### config.mk
export PLATFORM = sky130hd
export DESIGN_NAME = memtype_range_bank
export DESIGN_NICKNAME = d
export VERILOG_FILES = /design/src/rtl/memtype_range_bank.sv
export SDC_FILE = /design/constraint.sdc
export NUM_CORES = 2
export LEC_CHECK = 0
export ABC_CLOCK_PERIOD_IN_PS = 25600
export BUFFER_PORTS_ARGS = -buffer_cell sky130_fd_sc_hd__buf_2
export CAP_MARGIN = 40
export CORE_AREA = 2 2 730 732
export DETAILED_ROUTE_END_ITERATION = 16
export DIE_AREA = 0 0 732 734
export GPL_ROUTABILITY_DRIVEN = 0
export HOLD_SLACK_MARGIN = 0.1
export PLACE_DENSITY = 0.39
export SLEW_MARGIN = 25
export SYNTH_ARGS = -nofsm -noshare
export SYNTH_HDL_FRONTEND = slang
export SYNTH_SLANG_ARGS = --single-unit
export TNS_END_PERCENT = 20
### constraint.sdc
create_clock -name clk -period 25.6 [get_ports clk]
set_input_delay 5.12 -clock clk [delete_from_list [all_inputs] [get_ports clk]]
set_output_delay 5.12 -clock clk [all_outputs]
set_load 0.02 [all_outputs]
### src/rtl/memtype_range_bank.sv
module memtype_range_bank #(
  parameter int PAIRS   = 8,
  parameter int PA_BITS = 36
) (
  input  logic                  clk,
  input  logic                  rst_n,
  input  logic [7:0]            idx,
  input  logic [63:0]           wdata,
  input  logic                  wr,
  output logic [63:0]           rdata,
  output logic                  err,
  output logic                  glb_en,
  output logic                  fix_en,
  output logic [7:0]            dflt_type,
  output logic [11*64-1:0]      fixed_flat,
  output logic [PAIRS*64-1:0]   base_flat,
  output logic [PAIRS*64-1:0]   mask_flat,
  output logic [PAIRS-1:0]      pair_valid
);
  localparam int          PW        = (PAIRS > 1) ? $clog2(PAIRS) : 1;
  localparam int          VAR_FIRST = 32;
  localparam logic [63:0] HI        = ~64'd0 << PA_BITS;
  localparam logic [63:0] CAP       = 64'h500 | 64'(PAIRS);

  logic [63:0] deft;
  logic [63:0] fixr  [0:10];
  logic [63:0] vbase [0:PAIRS-1];
  logic [63:0] vmask [0:PAIRS-1];

  logic          is_cap, is_def, is_fix, is_var, fix_ok, legal, we;
  logic [PW-1:0] pair_i;

  function automatic logic ok_t(input logic [7:0] t);
    return t inside {8'd0, 8'd1, 8'd4, 8'd5, 8'd6};
  endfunction

  assign is_cap = (idx == 8'h00);
  assign is_def = (idx == 8'h01);
  assign is_fix = (idx[7:4] == 4'h1) && (idx[3:0] <= 4'd10);

  always_comb begin
    is_var = 1'b0;
    pair_i = '0;
    for (int p = 0; p < PAIRS; p++) begin
      if (idx[7:1] == 7'((VAR_FIRST + 2*p) >> 1)) begin
        is_var = 1'b1;
        pair_i = PW'(p);
      end
    end
  end

  always_comb begin
    fix_ok = 1'b1;
    for (int b = 0; b < 8; b++) fix_ok = fix_ok & ok_t(wdata[b*8 +: 8]);
    legal = 1'b0;
    if (is_def)
      legal = ((wdata & ~64'hCFF) == 64'd0) && ok_t(wdata[7:0]);
    else if (is_fix)
      legal = fix_ok;
    else if (is_var && idx[0])
      legal = ((wdata & (HI | 64'h7FF)) == 64'd0);
    else if (is_var)
      legal = ok_t(wdata[7:0]) && ((wdata & (HI | 64'hF00)) == 64'd0);
  end

  assign we  = wr && legal;
  assign err = !(is_cap || is_def || is_fix || is_var) || (wr && !legal);

  always_comb begin
    rdata = '0;
    if (is_cap)      rdata = CAP;
    else if (is_def) rdata = deft;
    else if (is_fix) rdata = fixr[idx[3:0]];
    else if (is_var) rdata = (idx[0] ? vmask[pair_i] : vbase[pair_i]) & ~HI;
  end

  always_ff @(posedge clk) begin
    if (!rst_n) begin
      deft <= '0;
      for (int k = 0; k < 11; k++) fixr[k] <= '0;
      for (int p = 0; p < PAIRS; p++) begin
        vbase[p] <= '0;
        vmask[p] <= '0;
      end
    end else if (we) begin
      if (is_def)              deft <= wdata;
      else if (is_fix)         fixr[idx[3:0]] <= wdata;
      else if (idx[0])         vmask[pair_i] <= wdata | HI;
      else                     vbase[pair_i] <= wdata;
    end
  end

  assign glb_en    = deft[11];
  assign fix_en    = deft[10];
  assign dflt_type = deft[7:0];

  genvar g;
  generate
    for (g = 0; g < 11; g++) begin : g_fix
      assign fixed_flat[g*64 +: 64] = fixr[g];
    end
    for (g = 0; g < PAIRS; g++) begin : g_var
      assign base_flat[g*64 +: 64] = vbase[g];
      assign mask_flat[g*64 +: 64] = vmask[g];
      assign pair_valid[g]         = vmask[g][11];
    end
  endgenerate
endmodule


# After elaboration in Yosys (flattened, before gate mapping)
# Memory sizes are Yosys's and may differ from the RTL's.
# Index checks and enable logic that the tools add are counted.
[totals] n_memories=3 register_bits=64 ramBits=1728
[classes] muxes=51 n_lt_le_gt_ge=1 bitwise_logic=7 reduce_logical=36 n_eq_ne=42
[mem_list] memory="fixr" depth=11 width=64 read_ports=12 rd_clocked_by_memory_dff=0 write_ports=11 line_no="26" rtl="logic [63:0] fixr [0:10];"
[mem_list] memory="vbase" depth=8 width=64 read_ports=9 rd_clocked_by_memory_dff=0 write_ports=8 line_no="27" rtl="logic [63:0] vbase [0:PAIRS-1];"
[mem_list] memory="vmask" depth=8 width=64 read_ports=9 rd_clocked_by_memory_dff=0 write_ports=8 line_no="28" rtl="logic [63:0] vmask [0:PAIRS-1];"
[op_table] op="$mux 64" n=6
[op_table] op="$eq 8x3->1 const B" n=24
[op_table] op="$logic_not 64->1" n=3
[op_table] op="$reduce_or 64->1" n=3
[op_table] op="$eq 8x1->1 const B" n=9
[op_table] op="$logic_not 8->1" n=9
[op_table] op="$mux 36" n=2
[op_table] op="$eq 7x5->1 const B" n=8
[op_table] op="$reduce_bool 5->1" n=8
[op_table] op="$mux 1" n=34
[op_table] op="$mux 3" n=6
[op_table] op="$and 1x1->1" n=7
[op_table] op="$logic_and 1x1->1" n=6
[op_table] op="$eq 4x1->1 const B" n=1
[op_table] op="$le 4x4->1 const B" n=1
[op_table] op="$logic_or 1x1->1" n=4
[op_table] op="$mux 2" n=2
[op_table] op="$mux 4" n=1
[op_table] op="$logic_not 1->1" n=2
[op_table] op="$reduce_and 2->1" n=1

# Logic depth before layout (Yosys ltp)
[depth] depth_word=19 ltp_mapped=13 ltp_nobuf=6

# Worst setup path before layout
# Ideal clock, no wire load.
[synth_timing] path_type="input to output" start="input idx[0]" end="output rdata[12]" path_slack_ps=12810 path_buffers=4 stages=9 t_arrival_ps=7670 path_cell_list="clkbuf_1 -> buf_1 -> buf_2 -> buf_1 -> mux4_2 -> mux2i_1 -> nand2_1 -> a31oi_1 -> o21ai_0"
[synth_via] elab_chain_len=5
[synth_lines] item="from (decl)" line_no="7" rtl="input logic [7:0] idx,"
[synth_lines] item="$le 4x4->1 or $mux 36 (tied branches)" line_no="39, 74"
[synth_lines] item="$logic_and 1x1->1 or $mux 36 (tied branches)" line_no="39, 74"
[synth_lines] item="$mux 64" line_no="73" rtl="else if (is_fix) rdata = fixr[idx[3:0]];"
[synth_lines] item="$mux 64" line_no="72" rtl="else if (is_def) rdata = deft;"
[synth_lines] item="$mux 64 (*)" line_no="71" rtl="if (is_cap) rdata = CAP;"
[synth_lines] item="to (decl)" line_no="10" rtl="output logic [63:0] rdata,"
# Mark *: on every way between the ends. The rest lies on a longest branch, timed or not.

# Worst setup path in the final report
[layout_timing] start="input idx[1]" end="output rdata[5]"
[layout_via] elab_chain_len=14
[layout_lines] item="$eq 7x5->1" line_no="45" rtl="if (idx[7:1] == 7'((VAR_FIRST + 2*p) >> 1)) begin"
[layout_lines] item="$mux 1" line_no="45"
[layout_lines] item="$mux 2 (2 in a row)" line_no="45"
[layout_lines] item="$mux 3 (4 in a row)" line_no="45"
[layout_lines] item="$mem_v2 8x64, on equally long branches"
[layout_lines] item="$mux 36 (2 in a row)" line_no="74" rtl="else if (is_var) rdata = (idx[0] ? vmask[pair_i] : vbase[pair_i]) & ~HI;"
[layout_lines] item="$mux 64" line_no="73"
[layout_lines] item="$mux 64" line_no="72"
[layout_lines] item="$mux 64 (*)" line_no="71"
# Marks and branches as above.

==> flow_metrics.tcl <==
set metrics [dict create \
    first_pass_iters 5 \
    worst_slew_pin_slew_ps 977 \
    die_y_um 734 \
    rsz0062_at_grt "false" \
    ys_seq_elements 1876 \
    max_cap_viol_count 0 \
    remaining_drc_errors 0 \
    critPathKind "input port to output port" \
    synth_edf_count 1740 \
    slew_viol_final 0 \
    clk_pin_slew_ps 70 \
    setup_viol 0 \
    antenna_found_initial 76 \
    seq_area_frac_synth 0.723 \
    cts-buffers-inserted 243 \
    cts.repair.resized 0 \
    grt_max_degree 79 \
    crit_end "rdata[5]" \
    drt_iter0_markers 4779 \
    hold_class "flop to flop" \
    hpwl_um 395000 \
    worstHoldStart "vmask[5][62]" \
    drive_above_1_share 0.377 \
    ant_nets 0 \
    crit_path_start "idx[1]" \
    reg2reg_slack_ps 24650 \
    startpoint_type "input port" \
    start_util 0.144 \
    wl_um 511000 \
    vias 52600 \
    p_leak_nw 41.9 \
    critPathCaptureType "output port" \
    grt_pass1_vias 52100 \
    r2r_start "vmask[0][62]" \
    post-cts-setup-buffer-count 0 \
    synth_area_um2 76100 \
    stdcell_area_um2 107000 \
    htreeDepth 4 \
    cp.required_ps 20480 \
    fin_crit_sh 0.588 \
    clock.fmax_ghz 0.0664 \
    status "completed" \
    powerDensity_nw_per_um2 75.9 \
    syn_area_per_cell_um2 16.9 \
    synth_cell_type_count 69 \
    ir_drop_uv 57.0 \
    yosysWarnings 0 \
    die_area_um2 537000 \
    fin_nets 7693 \
    path_max_fanout 59 \
    synth_flop_cell "edfxtp_1" \
    cp_data_arrival_time_ps 9930 \
    timing.hold.ws_ps 463 \
    top_level_ports 1886 \
    slew_headroom 0.348 \
    wire_per_inst_um 34.4 \
    io_buffers 1885 \
    finalSetupTns_ps 0 \
    area_growth_pct 40.5 \
    cts_num_sinks 1876 \
    grt_pass1_wl_um 632000 \
    place_area_um2 98900 \
    cts_root_buf "clkbuf_16" \
    grt_usage 0.183 \
    fin_util 0.202 \
    cts-hold-fix-buffers 0 \
    die_x_um 732 \
    fin_worst_skew_ps 0 \
    cts_max_path_buffers 4 \
    overflow 0 \
    design.core.area_um2 530000 \
    fin_crit_ps 15050 \
    post_drt_via_cell_ratio 3.53 \
    clk_latency_ps 950 \
    cts_tree "built" \
    hold_viol_final 0 \
    num-fill-cells 57400 \
    r2r_end "vmask[0][62]" \
    synthArstFlopShare 0 \
    synthCells 4512 \
    rows 268 \
    rr_worst_depth 1 \
]
-- area by class of cell --
type | count | area, µm² | area share
Sequential cell | 1876 | 55000 | 0.514
Multi-Input combinational cell | 3353 | 23500 | 0.220
Timing Repair Buffer | 2134 | 11700 | 0.109
Tap cell | 7020 | 8780 | 0.0822
Clock buffer | 332 | 6640 | 0.0621
Clock inverter | 119 | 1190 | 0.0112
Antenna cell | 30 | 75.1 | 0.000702
Inverter | 10 | 45.0 | 0.000421
-- per-layer routing --
| layer | vias up | track usage | part of all wire |
|---|---|---|---|
| met5 | - | 0 | 0.00027 |
| met4 | 22 | 0.0433 | 0.028 |
| met3 | 479 | 0.0483 | 0.075 |
| met2 | 2539 | 0.356 | 0.55 |
| met1 | 27200 | 0.194 | 0.35 |
| li1 | 22300 | - | - |
-- cell usage after synthesis (all sizes together) (10+ instances only) --
cell	number	area, µm²
nor4	23	174
o21ai	100	504
mux4	306	6890
or2	11	68.8
a22oi	18	135
dfxtp	136	2720
mux2	46	518
nor2b	31	194
clkbuf	219	822
a31oi	15	93.8
buf	322	2200
and2	435	2720
o22ai	70	438
mux2i	148	1480
a211oi	13	128
nor3	26	166
nand2b	23	144
edfxtp	1740	52300
and3	99	619
nand3	58	290
a21oi	119	599
o221ai	52	455
o211ai	10	75.1
nand2	107	402
nor2	269	1010
a32o	28	280
-- kinds of logic after synthesis --
group | after synthesis | share of synthesized area
muxes | 500 | 0.117
other | 1 | 0.0000493
AOI/OAI and AO/OA | 478 | 0.0418
and+or+nand+nor | 1106 | 0.0786
buffers and inverters | 551 | 0.0402
DFF | 1876 | 0.723
-- state kept, by name (all words and copies together) (netlist names) --
name and count:
fixr 1004, vbase 512, vmask 296, deft 64
-- where the power goes --
group | internal [mW] | switching [mW]
combinational | 0.255 | 0.720
clock | 1.96 | 1.50
sequential | 3.56 | 0.122
total | 5.77 | 2.34
-- placed cells by master, fill, tap and decap left out, types with 28 or more instances in the layout --
master | Yosys | routed
nor2b_1 | 31 | 29
clkinv_2 | 0 | 34
dfxtp_1 | 136 | 135
buf_2 | 36 | 1888
edfxtp_1 | 1740 | 1740
nand3_1 | 58 | 56
a21oi_1 | 118 | 115
o21ai_0 | 95 | 68
a32o_1 | 28 | 28
and2_1 | 435 | 435
o22ai_1 | 70 | 70
nor2_1 | 269 | 259
diode_2 | 0 | 30
buf_4 | 235 | 211
and3_1 | 99 | 99
mux4_2 | 306 | 306
mux2_2 | 46 | 46
conb_1 | 1 | 1269
o221ai_1 | 52 | 51
clkbuf_16 | 0 | 245
clkbuf_1 | 219 | 69
mux2i_1 | 148 | 140
nand2_1 | 107 | 99
clkinv_1 | 1 | 36
-- critical path, stage by stage --
cell and delay, ps:
buf_8 500, buf_4 550, buf_4 510, buf_4 590, mux4_2 650, o22ai_1 160
a21oi_1 180, a21oi_2 690, a21oi_1 250, buf_4 220, buf_2 230
-- worst min path at each step --
stage / endpoint / slack (ps) / cells past startpoint
2_1_floorplan: deft[28] / 450 / 1
3_3_place_gp: vmask[6][62] / 450 / 1
3_5_place_dp: vmask[5][62] / 450 / 1
4_1_cts: vmask[5][62] / 470 / 1
5_1_grt: vmask[5][62] / 480 / 1
6_report: vmask[5][62] / 460 / 1
-- metrics by stage --
stage                     instances  setup slack, ps  power, mW
final                         14900            10550       8.11
after global routing          14800            10370       8.39
after CTS                     14800            10300       8.28
after detailed placement      14400            10300       4.76
after global placement        14300             9810       4.75
after floorplan                5780            12810       4.14
No activity file was read; power rests on OpenSTA's default activity.
